--- src/rtl/rdg_pkg.sv ---
// Shared types for the reading storage address counter.
package rdg_pkg;
    typedef enum logic {
        PH_IN  = 1'b0,
        PH_OUT = 1'b1
    } phase_t;
endpackage

--- src/rtl/strobe_stretch.sv ---
// Widens each rising edge of a count strobe to WIDTH_CYC cycles and
// emits a one-cycle accept at the start. Assumes the strobe is already
// synchronous to clk; edges during a running stretch are dropped.
module strobe_stretch #(
    parameter int WIDTH_CYC = 200
) (
    input  logic clk,
    input  logic rst_n,
    input  logic strobe_i,
    output logic accept_o,
    output logic wide_o
);
    localparam int CW = $clog2(WIDTH_CYC + 1);

    logic          prev_q;
    logic [CW-1:0] left_q;

    assign accept_o = strobe_i & ~prev_q & (left_q == '0);
    assign wide_o   = (left_q != '0);

    // Track the previous strobe level and count down the stretch window.
    always_ff @(posedge clk) begin
        if (!rst_n) begin
            prev_q <= 1'b0;
            left_q <= '0;
        end else begin
            prev_q <= strobe_i;
            if (accept_o)
                left_q <= CW'(WIDTH_CYC);
            else if (left_q != '0)
                left_q <= left_q - 1'b1;
        end
    end


    stretch_start_chk: assert property (@(posedge clk) disable iff (!rst_n)
        $rose(wide_o) |-> $past(strobe_i));
endmodule

--- src/rtl/bcd_addr.sv ---
// Two-digit address counter running 1..TOP_TENS*DIGIT_MOD. Steps on
// step_i; at the top value the next step wraps to 1 and raises wrap_o
// for one cycle. wrap_now_o is the combinational wrap event.
module bcd_addr #(
    parameter int DIGIT_MOD = 10,
    parameter int TOP_TENS  = 5
) (
    input  logic                          clk,
    input  logic                          rst_n,
    input  logic                          step_i,
    output logic [$clog2(DIGIT_MOD)-1:0]  units_o,
    output logic [$clog2(TOP_TENS+1)-1:0] tens_o,
    output logic                          wrap_now_o,
    output logic                          wrap_o
);
    localparam int UW = $clog2(DIGIT_MOD);
    localparam int TW = $clog2(TOP_TENS + 1);

    logic [UW-1:0] units_q;
    logic [TW-1:0] tens_q;
    logic          wrap_q;
    logic          at_top;

    assign at_top     = (tens_q == TW'(TOP_TENS)) && (units_q == '0);
    assign wrap_now_o = step_i & at_top;
    assign units_o    = units_q;
    assign tens_o     = tens_q;
    assign wrap_o     = wrap_q;

    // Advance the digits with decade carry and wrap from the top to 1.
    always_ff @(posedge clk) begin
        if (!rst_n) begin
            units_q <= UW'(1);
            tens_q  <= '0;
            wrap_q  <= 1'b0;
        end else begin
            wrap_q <= wrap_now_o;
            if (step_i) begin
                if (at_top) begin
                    units_q <= UW'(1);
                    tens_q  <= '0;
                end else if (units_q == UW'(DIGIT_MOD - 1)) begin
                    units_q <= '0;
                    tens_q  <= tens_q + 1'b1;
                end else begin
                    units_q <= units_q + 1'b1;
                end
            end
        end
    end


    units_decade_chk: assert property (@(posedge clk) disable iff (!rst_n)
        units_q < UW'(DIGIT_MOD));

    addr_span_chk: assert property (@(posedge clk) disable iff (!rst_n)
        !(tens_q == '0 && units_q == '0) &&
        (tens_q < TW'(TOP_TENS) || units_q == '0));

    wrap_at_one_chk: assert property (@(posedge clk) disable iff (!rst_n)
        wrap_q |-> (units_q == UW'(1) && tens_q == '0 && $past(at_top)));
endmodule

--- src/rtl/phase_ctl.sv ---
// Phase flag, preset override latch and status flag. Assumes wrap_i is
// the one-cycle wrap event from the address counter.
module phase_ctl
    import rdg_pkg::*;
(
    input  logic clk,
    input  logic rst_n,
    input  logic wrap_i,
    input  logic hold_i,
    input  logic preset_i,
    output logic phase_o,
    output logic status_o
);
    phase_t phase_q;
    logic   ovr_q;
    logic   stat_q;
    logic   end_input;

    assign end_input = wrap_i && (phase_q == PH_IN);
    assign phase_o   = phase_q;
    assign status_o  = stat_q;

    // Hold the preset override until an input pass ends.
    always_ff @(posedge clk) begin
        if (!rst_n) ovr_q <= 1'b0;
        else        ovr_q <= preset_i | (ovr_q & ~end_input);
    end

    // Pick the next phase at each wrap.
    always_ff @(posedge clk) begin
        if (!rst_n)
            phase_q <= PH_IN;
        else if (wrap_i) begin
            if (phase_q == PH_OUT)     phase_q <= PH_IN;
            else if (ovr_q || !hold_i) phase_q <= PH_OUT;
            else                       phase_q <= PH_IN;
        end
    end

    // Pass the wrap event onto the status flag only under hold.
    always_ff @(posedge clk) begin
        if (!rst_n) stat_q <= 1'b0;
        else        stat_q <= wrap_i & hold_i;
    end


    phase_on_wrap_chk: assert property (@(posedge clk) disable iff (!rst_n)
        !wrap_i |=> $stable(phase_q));

    hold_keeps_in_chk: assert property (@(posedge clk) disable iff (!rst_n)
        (end_input && hold_i && !ovr_q) |=> (phase_q == PH_IN));

    ovr_clears_chk: assert property (@(posedge clk) disable iff (!rst_n)
        (end_input && ovr_q && !preset_i) |=> (!ovr_q && phase_q == PH_OUT));

    out_returns_chk: assert property (@(posedge clk) disable iff (!rst_n)
        (wrap_i && phase_q == PH_OUT) |=> (phase_q == PH_IN));

    status_needs_hold_chk: assert property (@(posedge clk) disable iff (!rst_n)
        stat_q |-> ($past(hold_i) && $past(wrap_i)));
endmodule

--- src/rtl/rdg_store_seq.sv ---
// Top of the two-phase reading storage address counter. Stretches the
// count strobe, gates it with the scanner enable, steps the address and
// steers the input/output phase. Assumes synchronous inputs.
module rdg_store_seq #(
    parameter int CLK_MHZ   = 50,
    parameter int PULSE_US  = 4,
    parameter int DIGIT_MOD = 10,
    parameter int PASS_TENS = 5
) (
    input  logic                           clk,
    input  logic                           rst_n,
    input  logic                           count_in,
    input  logic                           scan_en,
    input  logic                           in_hold,
    input  logic                           preset_trig,
    output logic [$clog2(DIGIT_MOD)-1:0]   units_o,
    output logic [$clog2(PASS_TENS+1)-1:0] tens_o,
    output logic                           phase_o,
    output logic                           wrap_o,
    output logic                           status_o,
    output logic                           strobe_wide_o
);
    localparam int STRETCH_CYC = CLK_MHZ * PULSE_US;

    logic accept;
    logic step;
    logic wrap_now;

    strobe_stretch #(.WIDTH_CYC(STRETCH_CYC)) stretch_i (
        .clk      (clk),
        .rst_n    (rst_n),
        .strobe_i (count_in),
        .accept_o (accept),
        .wide_o   (strobe_wide_o)
    );

    assign step = accept & scan_en;

    bcd_addr #(.DIGIT_MOD(DIGIT_MOD), .TOP_TENS(PASS_TENS)) addr_i (
        .clk        (clk),
        .rst_n      (rst_n),
        .step_i     (step),
        .units_o    (units_o),
        .tens_o     (tens_o),
        .wrap_now_o (wrap_now),
        .wrap_o     (wrap_o)
    );

    phase_ctl phase_i (
        .clk      (clk),
        .rst_n    (rst_n),
        .wrap_i   (wrap_now),
        .hold_i   (in_hold),
        .preset_i (preset_trig),
        .phase_o  (phase_o),
        .status_o (status_o)
    );


    status_with_wrap_chk: assert property (@(posedge clk) disable iff (!rst_n)
        status_o |-> wrap_o);
endmodule

--- config.mk ---
export PLATFORM = sky130hd
export DESIGN_NAME = rdg_store_seq
export DESIGN_NICKNAME = d
export VERILOG_FILES = /design/src/rtl/rdg_pkg.sv /design/src/rtl/strobe_stretch.sv /design/src/rtl/bcd_addr.sv /design/src/rtl/phase_ctl.sv /design/src/rtl/rdg_store_seq.sv
export SDC_FILE = /design/constraint.sdc
export NUM_CORES = 1
export LEC_CHECK = 0
export ABC_AREA = 1
export BUFFER_PORTS_ARGS = -buffer_cell sky130_fd_sc_hd__buf_2
export CAP_MARGIN = 20
export CORE_MARGIN = 8
export CORE_UTILIZATION = 52
export CTS_CLUSTER_SIZE = 20
export DETAILED_ROUTE_END_ITERATION = 12
export PLACE_DENSITY = 0.75
export SETUP_SLACK_MARGIN = 0.5
export SYNTH_ARGS = -nofsm -noshare
export SYNTH_HDL_FRONTEND = slang
export SYNTH_SLANG_ARGS = --single-unit
--- constraint.sdc ---
create_clock -name clk -period 1.7 [get_ports clk]
set_input_delay 0.34 -clock clk [delete_from_list [all_inputs] [get_ports clk]]
set_output_delay 0.34 -clock clk [all_outputs]
set_load 0.02 [all_outputs]
==> summary.txt <==
final setup fails - 0
Clock Path Buffers - 2
period utilization - 91.47%
Clk Latency, worst-skew pair - 0.32 ns
CTS Hold Bufs - 0
fin crit period - 1.555 ns
Synth cell types - 28
Final Hold Vio Count - 0
initial antenna violation count - 0
R2R Setup Slk - 0.16 ns
die height - 60.15 um
status - complete, no violations
drt initial violations - 24
CTS Sinks - 20
Worst Path Max Fanout - 2
Netlist Area Pre-Place - 1013 sq um
Syn. warnings - 0
DR WL/cell - 13.42 um
n_diodes - 0
first-pass GRT wire length - 3898 um
cell count of the worst reg-to-reg path - 10
Min Hold Slack - 0.2073 ns
CORE AREA - 1902 sq um
Most used DFF post-synth - dfxtp_1
Hold Path Sink - stretch_i.prev_q
Post-synth EDFFs - 0
Worst Hold Class - in -> reg
H-tree depth - 1
total CTS buffers - 3
drt drc - 0
nets - 178
Ports - 17
synthesized instance count - 133
Worst Path Arrival - 1.22 ns
skew final - 0.003610 ns
share of layout cells above drive strength 1 - 47.27%
vias - 973
Initial Utilization - 53.29%
placed insts - 175
row count - 16
FILL cells - 138
relative slew slack - 70.87%
largest net degree at the start of global routing - 13
Hold Path Depth - 3
syn_nets - 145
# Max-Cap Violations - 0
vias in the first global route - 937
VDD IR max - 1338 uV
GR Overflow Total - 0
Critical Setup Path Class - reg -> out
post-synthesis sequential area ratio - 39.51%
startpoint types - flop
non-filler instance count after layout - 192
Via density - 5.068
TritonCTS clock tree - yes
RSZ-0062 raised after global routing - yes
reg2reg start - stretch_i.left_q[1]
Slew @ Worst Pin - 0.4354 ns
routability cong. - 0.7827
Detailed Place HPWL - 1588 um
CP required - 1.36 ns
die area - 3617 sq um
# port buffers - 16
crit end category - output port
clock root buffer - clkbuf_4
worst r2r dst - addr_i.tens_o[2]
Post-DRT Antenna Nets - 0
Layout area overhead - 42.84%
Overall Global Routing Usage - 14.10%
Reg area - 430.4 sq um
leakage power - 0.0006698 uW
async set-or-reset flop fraction in the synthesized netlist - 0%
max frequency - 0.6431 GHz
die extent in x - 60.15 um
First-pass DRT Iterations - 4
final WL - 2576 um
Final TNS setup - 0 ns
Yosys reg bits - 20
area of the multi-input gates - 621.8 sq um
Pwr Density - 1402 nW/um^2
syn avg cell area - 7.620 sq um
clock slew at reported path FFs - 0.12 ns
Pins Over Slew Limit - 0
Hold Crit Start - count_in
-- synthesized netlist by cell type, types with 3 or more instances --
cell      n  area [sq um]
nand2_1  24         90.09
dfxtp_1  20         400.4
nor2_1   20         75.07
inv_1    19         71.32
a21oi_1   7         35.03
ha_1      6         75.07
nand3_1   6         30.03
nand2_2   4         25.02
o21ai_0   3         15.01
-- critical path, cell delays in order, from the launching register on --
cell	delay, ns
dfxtp_2	0.34
inv_2	0.07
ha_4	0.16
nand2_4	0.07
nor2_8	0.09
inv_2	0.04
buf_6	0.12
-- where the power goes --
group	leakage [uW]	switching (uW)	internal, uW
Clock	0.0000261	164	180
Sequential	0.000170	84.5	558
Combinational	0.000474	566	477
-- cell type report --
type | instances | share of cell area (%)
Multi-Input combinational cell | 91 | 42.96
Inverter | 21 | 5.791
Clock buffer | 4 | 3.284
Tap cell | 27 | 2.334
Sequential cell | 20 | 29.73
Timing Repair Buffer | 29 | 15.90
-- state kept, by name, indices dropped and copies added (netlist names) --
register and flops:
phase_i.ovr_q 1, phase_i.phase_o 1, addr_i.units_o 4, addr_i.wrap_o 1, phase_i.status_o 1, stretch_i.left_q 8, addr_i.tens_o 3, stretch_i.prev_q 1
-- kinds of logic after synthesis --
group | Yosys count | share of synthesized area, %
fa+ha+maj | 6 | 7.407
buf+inv | 22 | 8.519
compound gates | 18 | 10.74
simple gates | 65 | 32.10
flops | 20 | 39.51
xor+xnor | 2 | 1.729
-- cells in the final DEF, fill, tap and decap left out, drive strengths merged --
cell	Yosys	final
clkbuf	0	4
or2	1	1
a21oi	8	8
o21a	1	1
a21boi	1	1
nand3	7	7
a31oi	2	2
nand2	28	28
nor3	2	2
buf	1	29
nor2	24	24
o21ai	3	3
inv	21	21
ha	6	6
o211ai	1	1
nand3b	1	1
dfxtp	20	20
nor3b	1	1
nand4	1	1
o21bai	1	1
o31ai	1	1
xor2	2	2
-- worst max path at each step --
stage	cells past startpoint	start	end
2_1_floorplan	9	stretch_i.left_q[1]	addr_i.tens_o[1]
3_3_place_gp	9	stretch_i.left_q[1]	addr_i.tens_o[0]
3_5_place_dp	9	stretch_i.left_q[0]	addr_i.tens_o[2]
4_1_cts	6	stretch_i.left_q[0]	strobe_wide_o
5_1_grt	10	stretch_i.left_q[1]	addr_i.units_o[1]
6_report	6	stretch_i.left_q[1]	strobe_wide_o
-- layer usage --
metal | routed length (um) | vias up | global-route usage, %
li1 | - | 487 | -
met3 | 94 | 6 | 2.581
met5 | 0 | - | 0
met4 | 53 | 0 | 8.503
met2 | 1295 | 30 | 23.78
met1 | 1133 | 450 | 15.87
-- metrics by stage --
step / utilization [%] / setup WS (ns) / area [sq um] / total power [uW]
CTS: 69.54 / 0.1326 / 1323 / 1818
finish: 76.12 / 0.1450 / 1448 / 2029
global route: 76.12 / 0.09773 / 1448 / 2134
global placement: 62.63 / 0.2931 / 1191 / 1293
floorplan: - / 0.3744 / 1085 / 1189
detailed placement: 62.63 / 0.2553 / 1191 / 1329
-- timing repair --
action                     4_1_cts  5_1_grt
hold endpoints to repair         0        0
resized for setup               19       23
setup buffers                    6        7
pin swaps                        4        6
setup endpoints to repair       27       28
No activity file was read; power rests on OpenSTA's default activity.
